<file path="src/rtl/rp_exec_pkg.sv">
package rp_exec_pkg;
  localparam int PAIR_W = 16;
  localparam int FL_W   = 8;

  localparam int FL_CY = 0;
  localparam int FL_V  = 1;
  localparam int FL_P  = 2;
  localparam int FL_AC = 4;
  localparam int FL_X5 = 5;
  localparam int FL_Z  = 6;
  localparam int FL_S  = 7;

  typedef enum logic [2:0] {
    OP_NONE,
    OP_DSUB,
    OP_ASHR,
    OP_ROTL,
    OP_OFS_HL,
    OP_OFS_SP
  } op_e;

  function automatic logic even_par(input logic [7:0] b);
    return ~(^b);
  endfunction

  function automatic logic maj3(input logic a, input logic b, input logic c);
    return (a & b) | (a & c) | (b & c);
  endfunction

  function automatic logic signed_ovf_sub(input logic a_s, input logic b_s, input logic r_s);
    return (a_s ^ b_s) & (r_s ^ a_s);
  endfunction
endpackage

</file>
<file path="src/rtl/rp_exec_decode.sv">
module rp_exec_decode
  import rp_exec_pkg::*;
#(
  parameter int STATE_W = 4
) (
  input  logic [7:0]         opcode,
  output op_e                op,
  output logic [STATE_W-1:0] states
);
  always_comb begin
    op     = OP_NONE;
    states = '0;
    unique case (opcode)
      8'h08: begin op = OP_DSUB;   states = STATE_W'(10); end
      8'h10: begin op = OP_ASHR;   states = STATE_W'(7);  end
      8'h18: begin op = OP_ROTL;   states = STATE_W'(10); end
      8'h28: begin op = OP_OFS_HL; states = STATE_W'(10); end
      8'h38: begin op = OP_OFS_SP; states = STATE_W'(10); end
      default: begin op = OP_NONE; states = '0; end
    endcase
  end
endmodule

</file>
<file path="src/rtl/rp_exec_path.sv">
module rp_exec_path
  import rp_exec_pkg::*;
#(
  parameter int IMM_W = 8
) (
  input  op_e               op,
  input  logic [PAIR_W-1:0] bc,
  input  logic [PAIR_W-1:0] de,
  input  logic [PAIR_W-1:0] hl,
  input  logic [PAIR_W-1:0] sp,
  input  logic [IMM_W-1:0]  imm,
  input  logic [FL_W-1:0]   fl_in,
  output logic [PAIR_W-1:0] hl_new,
  output logic [PAIR_W-1:0] de_new,
  output logic [FL_W-1:0]   fl_val,
  output logic [FL_W-1:0]   fl_mask,
  output logic              hl_we,
  output logic              de_we,
  output logic              sub_borrow,
  output logic              sub_ovf,
  output logic              sub_x5
);
  localparam int MSB = PAIR_W - 1;

  logic [PAIR_W:0]   diff;
  logic [4:0]        nib;
  logic [PAIR_W-1:0] ofs_base;
  logic [PAIR_W-1:0] ofs_sum;

  assign diff       = {1'b0, hl} - {1'b0, bc};
  assign nib        = {1'b0, hl[3:0]} - {1'b0, bc[3:0]};
  assign sub_borrow = diff[PAIR_W];
  assign sub_ovf    = signed_ovf_sub(hl[MSB], bc[MSB], diff[MSB]);
  assign sub_x5     = maj3(hl[MSB], ~bc[MSB], diff[MSB]);

  assign ofs_base = (op == OP_OFS_SP) ? sp : hl;
  assign ofs_sum  = ofs_base + {{(PAIR_W-IMM_W){1'b0}}, imm};

  always_comb begin
    hl_new  = hl;
    de_new  = de;
    fl_val  = '0;
    fl_mask = '0;
    hl_we   = 1'b0;
    de_we   = 1'b0;
    unique case (op)
      OP_DSUB: begin
        hl_new        = diff[MSB:0];
        hl_we         = 1'b1;
        fl_val[FL_S]  = diff[MSB];
        fl_val[FL_Z]  = (diff[MSB:0] == '0);
        fl_val[FL_X5] = sub_x5;
        fl_val[FL_AC] = nib[4];
        fl_val[FL_P]  = even_par(diff[7:0]);
        fl_val[FL_V]  = sub_ovf;
        fl_val[FL_CY] = sub_borrow;
        fl_mask       = '1;
        fl_mask[3]    = 1'b0;
      end
      OP_ASHR: begin
        hl_new         = {hl[MSB], hl[MSB:1]};
        hl_we          = 1'b1;
        fl_val[FL_CY]  = hl[0];
        fl_mask[FL_CY] = 1'b1;
      end
      OP_ROTL: begin
        de_new         = {de[MSB-1:0], fl_in[FL_CY]};
        de_we          = 1'b1;
        fl_val[FL_CY]  = de[MSB];
        fl_val[FL_V]   = de[MSB] ^ de[MSB-1];
        fl_mask[FL_CY] = 1'b1;
        fl_mask[FL_V]  = 1'b1;
      end
      OP_OFS_HL, OP_OFS_SP: begin
        de_new = ofs_sum;
        de_we  = 1'b1;
      end
      default: begin
        hl_new = hl;
        de_new = de;
      end
    endcase
  end
endmodule

</file>
<file path="src/rtl/rp_flag_merge.sv">
module rp_flag_merge #(
  parameter int FW = 8
) (
  input  logic [FW-1:0] fl_in,
  input  logic [FW-1:0] fl_val,
  input  logic [FW-1:0] fl_mask,
  output logic [FW-1:0] fl_out
);
  for (genvar i = 0; i < FW; i++) begin : g_bit
    assign fl_out[i] = fl_mask[i] ? fl_val[i] : fl_in[i];
  end
endmodule

</file>
<file path="src/rtl/rp_exec_unit.sv">
module rp_exec_unit
  import rp_exec_pkg::*;
#(
  parameter int IMM_W   = 8,
  parameter int STATE_W = 4
) (
  input  logic               clk,
  input  logic               rst_n,
  input  logic               exec_i,
  input  logic [7:0]         opcode_i,
  input  logic [IMM_W-1:0]   imm_i,
  input  logic [PAIR_W-1:0]  bc_i,
  input  logic [PAIR_W-1:0]  de_i,
  input  logic [PAIR_W-1:0]  hl_i,
  input  logic [PAIR_W-1:0]  sp_i,
  input  logic [FL_W-1:0]    flags_i,
  output logic [PAIR_W-1:0]  hl_o,
  output logic [PAIR_W-1:0]  de_o,
  output logic [FL_W-1:0]    flags_o,
  output logic               hl_we_o,
  output logic               de_we_o,
  output logic [STATE_W-1:0] states_o,
  output logic               done_o
);
  op_e               op;
  logic [STATE_W-1:0] states_c;
  logic [PAIR_W-1:0] hl_c, de_c;
  logic [FL_W-1:0]   fl_val, fl_mask, fl_c;
  logic              hl_we_c, de_we_c;
  logic              sub_borrow, sub_ovf, sub_x5;

  rp_exec_decode #(.STATE_W(STATE_W)) u_dec (
    .opcode (opcode_i),
    .op     (op),
    .states (states_c)
  );

  rp_exec_path #(.IMM_W(IMM_W)) u_path (
    .op         (op),
    .bc         (bc_i),
    .de         (de_i),
    .hl         (hl_i),
    .sp         (sp_i),
    .imm        (imm_i),
    .fl_in      (flags_i),
    .hl_new     (hl_c),
    .de_new     (de_c),
    .fl_val     (fl_val),
    .fl_mask    (fl_mask),
    .hl_we      (hl_we_c),
    .de_we      (de_we_c),
    .sub_borrow (sub_borrow),
    .sub_ovf    (sub_ovf),
    .sub_x5     (sub_x5)
  );

  rp_flag_merge #(.FW(FL_W)) u_merge (
    .fl_in   (flags_i),
    .fl_val  (fl_val),
    .fl_mask (fl_mask),
    .fl_out  (fl_c)
  );

  always_ff @(posedge clk) begin
    if (!rst_n) begin
      hl_o     <= '0;
      de_o     <= '0;
      flags_o  <= '0;
      hl_we_o  <= 1'b0;
      de_we_o  <= 1'b0;
      states_o <= '0;
      done_o   <= 1'b0;
    end else begin
      done_o <= exec_i;
      if (exec_i) begin
        hl_o     <= hl_c;
        de_o     <= de_c;
        flags_o  <= fl_c;
        hl_we_o  <= hl_we_c;
        de_we_o  <= de_we_c;
        states_o <= states_c;
      end
    end
  end
endmodule

</file>
<file path="config.mk">
export PLATFORM = sky130hd
export DESIGN_NAME = rp_exec_unit
export DESIGN_NICKNAME = d
export VERILOG_FILES = /design/src/rtl/rp_exec_pkg.sv /design/src/rtl/rp_exec_decode.sv /design/src/rtl/rp_exec_path.sv /design/src/rtl/rp_flag_merge.sv /design/src/rtl/rp_exec_unit.sv
export SDC_FILE = /design/constraint.sdc
export NUM_CORES = 1
export LEC_CHECK = 0
export ABC_CLOCK_PERIOD_IN_PS = 4780
export BUFFER_PORTS_ARGS = -buffer_cell sky130_fd_sc_hd__buf_4
export CAP_MARGIN = 5
export CORE_ASPECT_RATIO = 1.4
export CORE_MARGIN = 3
export CORE_UTILIZATION = 45
export DETAILED_ROUTE_END_ITERATION = 8
export GPL_TIMING_DRIVEN = 0
export PLACE_DENSITY = 0.81
export SLEW_MARGIN = 25
export SYNTH_ARGS = -nofsm -noshare
export SYNTH_HDL_FRONTEND = slang
export SYNTH_HIERARCHICAL = 1
export SYNTH_SLANG_ARGS = --single-unit
</file>
<file path="constraint.sdc">
create_clock -name clk -period 4.78 [get_ports clk]
set_clock_uncertainty 0.2 [all_clocks]
set_input_delay 0.239 -clock clk [delete_from_list [all_inputs] [get_ports clk]]
set_output_delay 0.239 -clock clk [all_outputs]
set_load 0.02 [all_outputs]
</file>
Yosys cells after proc, flatten, opt, wreduce, memory -nomap -nowiden. Cells that the tools add are included.

Multiplexer cells: 22. Bitwise operators: 11. Equal/unequal tests: 10. Reduce and logical (&&, ||, !) cells: 8. $add $sub $neg: 3.

Operator list (count): one-hot mux 16 bit (2 select lines) (2); subtractor 16 x 16 -> 17 bit (1); adder 16 x 8 -> 16 bit (1); == test 8 x 5 -> 1 bit, second input constant (2); == test 8 x 6 -> 1 bit, second input constant (2); logical NOT 16 bit (1); two-way mux 16 bit (1); one-hot mux 3 bit (5 select lines) (1); two-way mux 1 bit (13); == test 8 x 4 -> 1 bit, second input constant (1); one-hot mux 4 bit (2 select lines) (1); parity 8 bit (1); == test 3 x 2 -> 1 bit, second input constant (2); == test 3 bit, second input constant (2); two-way mux 6 bit (1); OR reduction 2 bit (3); OR reduction 3 bit (2); subtractor 4 x 4 -> 5 bit (1); AND 1 bit (4); two-way mux 4 bit (1); OR reduction 4 bit (1); == test 3 x 1 -> 1 bit, second input constant (1); one-hot mux 1 bit (3 select lines) (1); bitwise XOR 1 bit (3); 3 further kinds (5).

Bits in registers: 47. Logic and storage cells: 61. Output and inout bits: 47. Bits of input ports: 91.

Logic depth before layout (Yosys ltp).
Depth in word-level cells: 6. Gate-level depth with buffers: 20. Depth with buffers taken out: 19.

Modules after synthesis. Netlist, hierarchy kept.

By module, submodules not included: rp_exec_path (cells an instance 328, seq. area each 0.0 um^2, area each 2277.2 um^2, times used 1); rp_exec_unit (cells an instance 150, seq. area each 940.9 um^2, area each 1779.2 um^2, times used 1); rp_flag_merge (cells an instance 8, seq. area each 0.0 um^2, area each 120.1 um^2, times used 1); rp_exec_decode (cells an instance 13, seq. area each 0.0 um^2, area each 87.6 um^2, times used 1).

Least setup slack after synthesis. Ideal clock, no wire load.

Kind: input -> register. Start point: in opcode_i[2]. End point: reg de_o[14]. Setup time: 116 ps. Path buffers: 2. Cell stages on the path: 19. Slack: 706 ps. Arrival time: 3758 ps. Data required time: 4464 ps. Cell sequence: or3_1 -> buf_2 -> nor3_1 -> and2b_1 -> nand2_2 -> buf_2 -> mux2_2 -> ha_1 -> inv_1 -> fa_1 -> o21ai_1 -> a31o_1 -> a21o_1 -> a21o_1 -> nand3_1 -> xnor2_1 -> o221ai_1 -> mux2i_1 -> nor2b_1.

Word-level cells in the longest chain between the ends: 6. Elaborated cells on any way between the ends: 13. Classes of those cells: add/sub: 1; eq/ne: 8; mux: 3; reduce/logical: 1.

RTL lines: from (decl) (line rp_exec_unit.sv:10) `input logic [7:0] opcode_i,`; == test 8 x 6 -> 1 bit (tied with other cells) (line rp_exec_decode.sv:13) `unique case (opcode)`; one-hot mux 3 bit (5 select lines) * (line rp_exec_decode.sv:13); named net op[2] (line rp_exec_unit.sv:25) `op_e op;`; == test 3 bit (line rp_exec_path.sv:36, rp_exec_path.sv:46); two-way mux 16 bit (line rp_exec_path.sv:36) `assign ofs_base = (op == OP_OFS_SP) ? sp : hl;`; adder 16 x 8 -> 16 bit (line rp_exec_path.sv:37) `assign ofs_sum = ofs_base + {{(PAIR_W-IMM_W){1'b0}}, imm};`; one-hot mux 16 bit (2 select lines) * (line rp_exec_path.sv:46) `unique case (op)`; named net de_c[14] (line rp_exec_unit.sv:27) `logic [PAIR_W-1:0] hl_c, de_c;`; to (signal assigned) (line rp_exec_unit.sv:67) `de_o <= '0;`; to (signal assigned) (line rp_exec_unit.sv:77) `de_o <= de_c;`; to (decl) (line rp_exec_unit.sv:18) `output logic [PAIR_W-1:0] de_o,`.

Mark *: on every way through the listed nets, which the timed path passes. The rest lies on a longest branch. A chain may end at the register's enable or synchronous reset.

Final worst setup path.
Start point: in opcode_i[2]. End point: reg de_o[10].

The elaborated chain is that of the path after synthesis.

==> results.json <==
{
  "synthCells": 498,
  "clock_latency_ns": 0.29,
  "die-area_sq_um": 10700,
  "layout_commonest_cell": "buf_4",
  "slew_viol_final": 0,
  "finalWirelength_um": 12500,
  "post_drt_wl_per_cell_um": 16.7,
  "power_frac_clock_pct": 28.2,
  "fin_area_sq_um": 5560,
  "use_met1_pct": 25.8,
  "tritoncts.num_buffers": 5,
  "cp.required_ns": 4.80,
  "cts_root_buffer": "clkbuf_16",
  "drive_above_1_share_pct": 29.9,
  "path_max_fanout": 10,
  "place_hpwl_um": 10400,
  "initial_core_util_pct": 46.6,
  "fillCellCount": 826,
  "post-route-period-util_pct": 90.8,
  "core-area_sq_um": 9130,
  "p_per_area_nw_per_um2": 221,
  "grt_pass1_wl_um": 19900,
  "relSlewSlack_pct": 39.8,
  "grtUsageMet3_pct": 3.67,
  "drt_pass1_iterations": 4,
  "nets": 766,
  "cts_tree": "built",
  "grt_max_degree": 15,
  "comb_power_share_pct": 37.1,
  "placed_cell_area_sq_um": 5410,
  "finalCriticalPeriod_ns": 4.34,
  "hold_violations": 0,
  "routed_via_density": 5.44,
  "final_cells": 749,
  "rsz0062_at_grt": "false",
  "total_power_mw": 1.23,
  "timing.fmax_mhz": 230,
  "p_seq_share_pct": 34.7,
  "placed_cells": 741,
  "grt_pass1_vias": 4158,
  "irDropWorstVdd_mv": 0.136,
  "portBuffers": 135,
  "drt_iter0_drc": 191,
  "clock_sinks": 47,
  "antenna_left": 0,
  "crit_type": "input port to flip-flop",
  "finalSetupViolCount": 0,
  "max_cap_viol_count": 0,
  "critPathArrivalTime_ns": 4.36,
  "grt-busiest-layer": "met2",
  "min_path_type": "input port to flip-flop",
  "synthToLayoutAreaGrowth_pct": 30.5,
  "via_count": 4075,
  "groute.layer.met2.usage_pct": 44.4,
  "tns_ns": 0,
  "die_h_um": 121,
  "globalplace.congestion": 0.919,
  "gr-total-overflow": 0,
  "rows": 41,
  "yosys_warnings": 6,
  "critPathCaptureType": "flip-flop",
  "whs_ns": 0.111,
  "ctsResizeCount": 0,
  "leakage_nw": 2.75,
  "io-pin-count": 138,
  "n_antenna_cell": 0,
  "htreeDepth": 2,
  "track_usage_pct": 23.5,
  "drt_drc_violations_left": 0,
  "power.internal_uw": 830,
  "syn_area_sq_um": 4260,
  "p_sw_uw": 395,
  "switching_share_pct": 32.2,
  "worst_pin_slew_ns": 0.901,
  "die_w_um": 88.2,
  "clockBufferDepth": 2,
  "clkTransAtPathRegs_ns": 0.07,
  "hold_buffers": 0,
  "antenna_found_initial": 0,
  "final_cell_mix": "buf_4 (143), mux2i_1 (52), nor2b_1 (48)",
  "cts_setup_buffers": 0,
  "outcome": "finished, final reports clean",
  "cp-start-kind": "input port",
  "syn_area_per_cell_sq_um": 8.55
}
## stage by stage
stage	util [%]	setup slack [ns]
6_report	60.9	0.441
5_1_grt	60.9	0.125
4_1_cts	60.8	0.252
3_5_place_dp	59.2	-0.0230
3_3_place_gp	59.2	0.0358
2_1_floorplan	-	0.706
## final timing paths
path          startpoint        to  slack (ns)  cells past startpoint
max reg2reg      hl_o[1]   hl_o[1]        3.95                      2
max          opcode_i[2]  de_o[10]        0.44                     20
min                rst_n  hl_o[15]        0.11                      2
min reg2reg      hl_o[9]   hl_o[9]        0.32                      2
## routing by layer
layer	wire [um]	vias to the layer above	part of all wire, %
met5	0	-	0
li1	-	2026	-
met2	6880	119	55
met4	320	0	2.6
met1	4750	1909	38
met3	557	21	4.5
## flip-flops by register name, summed over array words and instances (netlist names)
name,cells
de_o,16
hl_o,16
flags_o,8
states_o,4
de_we_o,1
done_o,1
hl_we_o,1
## critical path, cell delays in order
cell	delay (ns)
buf_4	0.10
or3_1	0.34
buf_2	0.17
nor3_2	0.33
and2b_1	0.29
nand2_2	0.18
buf_2	0.25
mux2_2	0.25
ha_1	0.16
inv_1	0.06
fa_1	0.41
o21ai_1	0.23
a31o_1	0.21
a21o_1	0.13
a21o_1	0.25
nand2_1	0.08
a221oi_1	0.31
a221o_1	0.18
mux2i_1	0.08
nor2b_1	0.11
## cell type report
type,instances,area (sq um),share of cell area (%)
Tap cell,107,134,2.41
Inverter,29,109,1.96
Timing Repair Buffer,135,1010,18.2
Buffer,31,196,3.54
Clock inverter,2,12.5,0.225
Sequential cell,47,941,16.9
Clock buffer,6,129,2.32
Multi-Input combinational cell,392,3020,54.4
## power groups by stage
stage / Combinational, mW / Clock (mW) / Sequential (mW)
finish: 0.454 / 0.346 / 0.425
global route: 0.500 / 0.368 / 0.427
CTS: 0.453 / 0.351 / 0.425
detailed placement: 0.450 / 0 / 0.434
global placement: 0.440 / 0 / 0.433
floorplan: 0.263 / 0 / 0.458
No activity file was read; power rests on OpenSTA's default activity.
